File: src/rtl/gcs_pkg.sv
// Shared types and decode functions for the gate sequence controller.
// Assumes the flag vector order {C, B, A}, i.e. bit2 = drain settled,
// bit1 = drain leaving, bit0 = gate above threshold.
package gcs_pkg;

    typedef enum logic [2:0] {
        PH_ON_DELAY   = 3'd0,
        PH_ON_IRISE   = 3'd1,
        PH_ON_VFALL   = 3'd2,
        PH_ON_FINAL   = 3'd3,
        PH_OFF_DELAY  = 3'd4,
        PH_OFF_VRISE  = 3'd5,
        PH_OFF_IFALL  = 3'd6,
        PH_OFF_FINAL  = 3'd7
    } phase_t;

    // Interval from command and flags, highest-ranked flag wins.
    function automatic phase_t phase_of(input logic cmd, input logic [2:0] fl);
        phase_t p;
        if (cmd) begin
            if (fl[2])      p = PH_ON_FINAL;
            else if (fl[1]) p = PH_ON_VFALL;
            else if (fl[0]) p = PH_ON_IRISE;
            else            p = PH_ON_DELAY;
        end else begin
            if (fl[2])      p = PH_OFF_DELAY;
            else if (fl[1]) p = PH_OFF_VRISE;
            else if (fl[0]) p = PH_OFF_IFALL;
            else            p = PH_OFF_FINAL;
        end
        return p;
    endfunction

    // Source channel enables {ch3, ch2, ch1} for a phase.
    function automatic logic [2:0] src_of(input phase_t p);
        logic [2:0] e;
        case (p)
            PH_ON_DELAY, PH_ON_FINAL: e = 3'b011;
            PH_ON_IRISE:              e = 3'b010;
            PH_ON_VFALL:              e = 3'b110;
            default:                  e = 3'b000;
        endcase
        return e;
    endfunction

    // Sink channel enables {ch6, ch5, ch4} for a phase.
    function automatic logic [2:0] snk_of(input phase_t p);
        logic [2:0] e;
        case (p)
            PH_OFF_DELAY:               e = 3'b101;
            PH_OFF_VRISE:               e = 3'b110;
            PH_OFF_IFALL, PH_OFF_FINAL: e = 3'b100;
            default:                    e = 3'b000;
        endcase
        return e;
    endfunction

endpackage

File: src/rtl/gcs_sync.sv
// Multi-stage synchronizer for a bundle of asynchronous levels.
// Assumes bundle members change rarely compared to the clock; every bit
// has the same depth so simultaneous changes arrive together.
module gcs_sync #(
    parameter int WIDTH  = 4,
    parameter int STAGES = 2
) (
    input  logic             clk,
    input  logic             rst_n,
    input  logic [WIDTH-1:0] din,
    output logic [WIDTH-1:0] dout
);
    logic [WIDTH-1:0] stg [STAGES];

    // Shift the sampled levels through the stage chain.
    always_ff @(posedge clk) begin
        if (!rst_n) begin
            for (int i = 0; i < STAGES; i++) stg[i] <= '0;
        end else begin
            stg[0] <= din;
            for (int i = 1; i < STAGES; i++) stg[i] <= stg[i-1];
        end
    end

    assign dout = stg[STAGES-1];
endmodule

File: src/rtl/gcs_edge_flag.sv
// Window-gated set/reset flag. Sets on a high trigger while the window
// (command) is high, clears on a low trigger while it is low; otherwise
// holds. Publishes its next state so the output stage can register it.
module gcs_edge_flag (
    input  logic clk,
    input  logic rst_n,
    input  logic win,
    input  logic trig,
    output logic q_nxt
);
    logic q;

    // Next state: only the matching window may move the flag.
    always_comb begin
        q_nxt = win ? (q | trig) : (q & trig);
    end

    // Hold the flag state.
    always_ff @(posedge clk) begin
        if (!rst_n) q <= 1'b0;
        else        q <= q_nxt;
    end

    AST_SET_IN_WINDOW: assert property (@(posedge clk) disable iff (!rst_n)
        $rose(q) |-> $past(win));
    AST_CLR_IN_WINDOW: assert property (@(posedge clk) disable iff (!rst_n)
        $fell(q) |-> !$past(win));
    AST_HOLD_WHILE_ON: assert property (@(posedge clk) disable iff (!rst_n)
        ($past(win) && $past(q)) |-> q);
endmodule

File: src/rtl/gcs_phase_out.sv
// Registered output stage: decodes the interval from command and flag
// next-states and drives the interval code and both enable groups.
// Assumes inputs are already synchronous to clk.
module gcs_phase_out
    import gcs_pkg::*;
#(
    parameter int N_FLAGS = 3,
    parameter int N_CH    = 3
) (
    input  logic               clk,
    input  logic               rst_n,
    input  logic               cmd,
    input  logic [N_FLAGS-1:0] flags,
    output logic [2:0]         phase,
    output logic [N_CH-1:0]    src_en,
    output logic [N_CH-1:0]    snk_en
);
    phase_t          ph_d, ph_q;
    logic [N_CH-1:0] src_q, snk_q;

    // Combinational interval decode.
    always_comb begin
        ph_d = phase_of(cmd, flags);
    end

    // Register interval and channel selection; reset sits in final discharge.
    always_ff @(posedge clk) begin
        if (!rst_n) begin
            ph_q  <= PH_OFF_FINAL;
            src_q <= '0;
            snk_q <= N_CH'(3'b100);
        end else begin
            ph_q  <= ph_d;
            src_q <= src_of(ph_d);
            snk_q <= snk_of(ph_d);
        end
    end

    assign phase  = ph_q;
    assign src_en = src_q;
    assign snk_en = snk_q;

    AST_SIDES_EXCLUSIVE: assert property (@(posedge clk) disable iff (!rst_n)
        !((|src_q) && (|snk_q)));
    AST_SOURCE_BASE: assert property (@(posedge clk) disable iff (!rst_n)
        !ph_q[2] |-> src_q[1]);
    AST_SINK_BASE: assert property (@(posedge clk) disable iff (!rst_n)
        ph_q[2] |-> snk_q[2]);
    AST_PHASE_SIDE: assert property (@(posedge clk) disable iff (!rst_n)
        ph_q[2] == !$past(cmd));
endmodule

File: src/rtl/gate_seq_ctrl.sv
// Top: synchronizes command and comparators, keeps the three window-gated
// transition flags, and drives interval code plus source/sink channel
// enables. Latency from any input to the outputs is SYNC_STAGES+1 cycles.
module gate_seq_ctrl #(
    parameter int SYNC_STAGES = 2
) (
    input  logic       clk,
    input  logic       rst_n,
    input  logic       gate_cmd,
    input  logic       cmp_gate_above,
    input  logic       cmp_drain_leaving,
    input  logic       cmp_drain_settled,
    output logic [2:0] phase,
    output logic [2:0] src_en,
    output logic [2:0] snk_en
);
    localparam int N_FLAGS = 3;
    localparam int N_CH    = 3;
    localparam int N_IN    = N_FLAGS + 1;

    logic [N_IN-1:0]    raw, synced;
    logic [N_FLAGS-1:0] fl_nxt;

    assign raw = {cmp_drain_settled, cmp_drain_leaving, cmp_gate_above, gate_cmd};

    gcs_sync #(.WIDTH(N_IN), .STAGES(SYNC_STAGES)) u_sync (
        .clk  (clk),
        .rst_n(rst_n),
        .din  (raw),
        .dout (synced)
    );

    // One flag per comparator, all gated by the synchronized command.
    for (genvar g = 0; g < N_FLAGS; g++) begin : g_flag
        gcs_edge_flag u_flag (
            .clk  (clk),
            .rst_n(rst_n),
            .win  (synced[0]),
            .trig (synced[g+1]),
            .q_nxt(fl_nxt[g])
        );
    end

    gcs_phase_out #(.N_FLAGS(N_FLAGS), .N_CH(N_CH)) u_out (
        .clk   (clk),
        .rst_n (rst_n),
        .cmd   (synced[0]),
        .flags (fl_nxt),
        .phase (phase),
        .src_en(src_en),
        .snk_en(snk_en)
    );
endmodule

File: config.mk
export PLATFORM = sky130hd
export DESIGN_NAME = gate_seq_ctrl
export DESIGN_NICKNAME = d
export VERILOG_FILES = /design/src/rtl/gcs_pkg.sv /design/src/rtl/gcs_sync.sv /design/src/rtl/gcs_edge_flag.sv /design/src/rtl/gcs_phase_out.sv /design/src/rtl/gate_seq_ctrl.sv
export SDC_FILE = /design/constraint.sdc
export NUM_CORES = 1
export LEC_CHECK = 0
export BUFFER_PORTS_ARGS = -buffer_cell sky130_fd_sc_hd__buf_2
export CAP_MARGIN = 5
export CORE_MARGIN = 10
export CORE_UTILIZATION = 35
export CTS_CLUSTER_DIAMETER = 30
export DETAILED_ROUTE_END_ITERATION = 10
export GPL_TIMING_DRIVEN = 0
export RECOVER_POWER = 25
export SKIP_LAST_GASP = 1
export SLEW_MARGIN = 20
export SYNTH_ARGS = -nofsm -noshare
export SYNTH_HDL_FRONTEND = slang
export SYNTH_SLANG_ARGS = --single-unit
export TNS_END_PERCENT = 20
File: constraint.sdc
create_clock -name clk -period 1.7 [get_ports clk]
set_input_delay 0.34 -clock clk [delete_from_list [all_inputs] [get_ports clk]]
set_output_delay 0.34 -clock clk [all_outputs]
set_load 0.02 [all_outputs]
==> impl_metrics.py <==
metrics = {
    "outcome": {
        "status": "finished, final reports clean",
    },
    "synthesis": {
        "ys_seq_elements": 20,
        "synth.area.mux_share": 0.0470,
        "netlist_area_sq_um": 666,
        "syn_avg_cell_area_sq_um": 10.9,
        "netlist_instances": 61,
        "seq_area_frac_synth": 0.602,
        "yosys.cell_types.count": 23,
        "synth_nets": 67,
        "synth-xor-area-share": 0,
        "synth_compound_area_frac": 0.135,
        "yosys_warnings": 0,
        "yosys.area_share.simple": 0.192,
        "synth_top_family_by_area": "simple AND/OR/NAND/NOR gates",
        "yosys.area_share.adder": 0,
    },
    "drt": {
        "vias": 453,
        "ant_nets": 0,
        "vias_per_cell": 4.36,
        "routed_wl_um": 1050,
        "wl_per_cell_um": 10.1,
        "first_pass_iters": 3,
        "drt-initial-drc-count": 10,
        "drc_errors": 0,
    },
    "power_and_ir_drop": {
        "irDropWorstVdd_v": 0.000484,
        "leakagePower_nw": 0.317,
        "swShare": 0.204,
        "power_frac_seq": 0.615,
        "clkPwrFrac": 0.334,
        "combPwrFrac": 0.052,
        "p_sw_w": 0.000162,
        "pwr_density_cell_nw_per_um2": 993,
        "intPower_w": 0.000632,
    },
    "critical_path": {
        "start_kind": "register",
        "worstSetupPathType": "register to register",
        "worstPathArrival_ns": 1.51,
        "cp_top_family": "simple AND/OR/NAND/NOR gates",
        "path_buf_inv": 1,
        "critical-path-slowest-cell": "or3_4",
        "slowest_delay_ns": 0.39,
        "cp.required_ns": 1.93,
        "crit_path_end_kind": "register",
        "path_cells": "and2_0, clkinv_1, or3_4, mux2i_1",
        "crit_fanout": 4,
    },
    "final_layout": {
        "final_util": 0.453,
        "layout-drive-gt1-share": 0.266,
        "fin_nets": 86,
        "multi_input_area_sq_um": 246,
        "fill_cells": 184,
        "ff_latch_area_sq_um": 400,
        "n_antenna_cell": 0,
        "syn_to_final_growth_pct": 20.1,
    },
    "clocking": {
        "cts_buffers": 3,
        "clkLatencyLatePin_ns": 0.29,
        "cts_root_buffer": "clkbuf_4",
        "clkTransAtPathRegs_ns": 0.10,
        "ctsHoldBuffers": 0,
        "clock-sinks": 20,
        "cts_tree": "built",
        "ctsResizeCount": 0,
        "postCtsSetupRepairBufs": 0,
        "cts_max_path_buffers": 2,
        "htree_levels": 1,
    },
    "sta": {
        "rsz0062_at_grt": "false",
        "setup_viol": 0,
        "hold_viol": 0,
        "min_period_ns": 1.28,
        "drv_slew": 0,
        "tightest_slew_ns": 0.308,
        "fmax_ghz": 0.782,
        "fin_skew_ns": 0.00267,
        "setup_slack_ns": 0.421,
        "fin_setup_tns_ns": 0,
        "period_share": 0.752,
        "max_slew_margin": 0.793,
    },
    "place": {
        "dp_hpwl_um": 790,
        "pre_cts_ws_ns": 0.422,
        "gp_congestion": 0.736,
        "io_buffers": 14,
    },
    "floorplanning": {
        "pin_count": 15,
        "core_area_sq_um": 1760,
        "fp.dieH_um": 63.6,
        "die_w_um": 63.6,
        "die_area_sq_um": 4050,
        "core.rowCount": 15,
        "start_util": 0.377,
    },
    "worst_hold_path": {
        "hold_path_class": "input pin to register",
    },
    "global_routing": {
        "antenna_found_initial": 0,
        "grt_util_all_layers": 0.0617,
        "grt_start_max_net_pins": 12,
        "overflow": 0,
        "grt_pass1_vias": 468,
        "grt_pass1_wl_um": 1980,
    },
    "job": {
        "maxCapViolations": 0,
    },
}
sequential cells by signal (all words and copies together) (netlist names):
| name | cells |
|---|---|
| u_sync.stg | 8 |
| u_out.snk_en | 3 |
| u_out.src_en | 3 |
| g_flag.u_flag.q | 3 |
| u_out.phase | 3 |
layout by cell type, fill, tap and decap left out, types with 2 or more instances in the layout:
cell type,netlist,layout
and2_0,0,4
and2_1,9,6
nor2_1,2,2
a21boi_0,3,3
nand2_1,5,5
o21ai_0,4,4
clkbuf_1,1,2
clkbuf_4,0,3
mux2i_1,2,2
dfxtp_1,20,20
buf_2,1,14
cells in the mapped netlist, drive strengths merged:
cell type	instances	area [sq um]
mux2i	2	20.0
or3	1	11.3
o21ai	5	25.0
and2b	1	7.51
o211ai	1	21.3
nor4	1	6.26
a21oi	1	5.00
o31a	1	8.76
buf	1	5.00
nand3	1	5.00
clkbuf	1	3.75
mux2	1	11.3
a21boi	3	22.5
o21bai	1	7.51
nand2	5	18.8
nor2b	1	6.26
inv	2	7.50
and2	10	65.1
nor2	2	7.51
dfxtp	20	400
per-layer routing:
layer,vias up,track usage,share of wire
met5,-,0,0
met2,12,0.0980,0.46
met4,0,0.0328,0.012
li1,239,-,-
met1,200,0.0577,0.44
met3,2,0.0442,0.092
metrics by stage:
step	cells	hold WS (ns)	power, W	instance area (sq um)
floorplan	61	0.412	0.000526	666
global placement	100	0.415	0.000542	767
detailed placement	100	0.419	0.000542	767
CTS	104	0.221	0.000812	803
global route	104	0.236	0.000840	800
finish	104	0.235	0.000794	800
power by group through the flow:
stage	Sequential, W	Combinational, W	Clock [W]
floorplan	0.000504	0.0000219	0
global placement	0.000499	0.0000433	0
detailed placement	0.000499	0.0000434	0
CTS	0.000488	0.0000435	0.000280
global route	0.000490	0.0000476	0.000302
finish	0.000488	0.0000411	0.000265
final timing paths:
check / from / to / slack [ns] / cells after the start
worst max-delay path: u_sync.stg[0][4] / u_out.src_en[0] / 0.42 / 4
worst min-delay path: cmp_gate_above / u_sync.stg[0][1] / 0.24 / 2
worst max register to register: u_sync.stg[0][4] / u_out.src_en[0] / 0.42 / 4
worst min register to register: u_sync.stg[0][3] / u_sync.stg[0][7] / 0.44 / 1
area by class of cell:
class / instances / area share
Tap cell: 25 / 0.0391
Timing Repair Buffer: 14 / 0.0861
Multi-Input combinational cell: 37 / 0.308
Sequential cell: 20 / 0.501
Inverter: 2 / 0.00939
Buffer: 2 / 0.0110
Clock buffer: 4 / 0.0454
cell families (layout without fill, tap and decap cells):
| group | count (synthesis) | in the layout |
|---|---|---|
| simple gates | 22 | 22 |
| compound gates | 12 | 12 |
| mux | 3 | 3 |
| buf+inv | 4 | 22 |
| flops | 20 | 20 |
worst reg2reg max path, delay by kind of cell (launching register included):
kind	cells	cell delay, ns
and+or+nand+nor	2	0.61
DFF	1	0.37
buffers and inverters	1	0.11
muxes	1	0.13
Note: power is estimated with default switching activity, not from simulation.
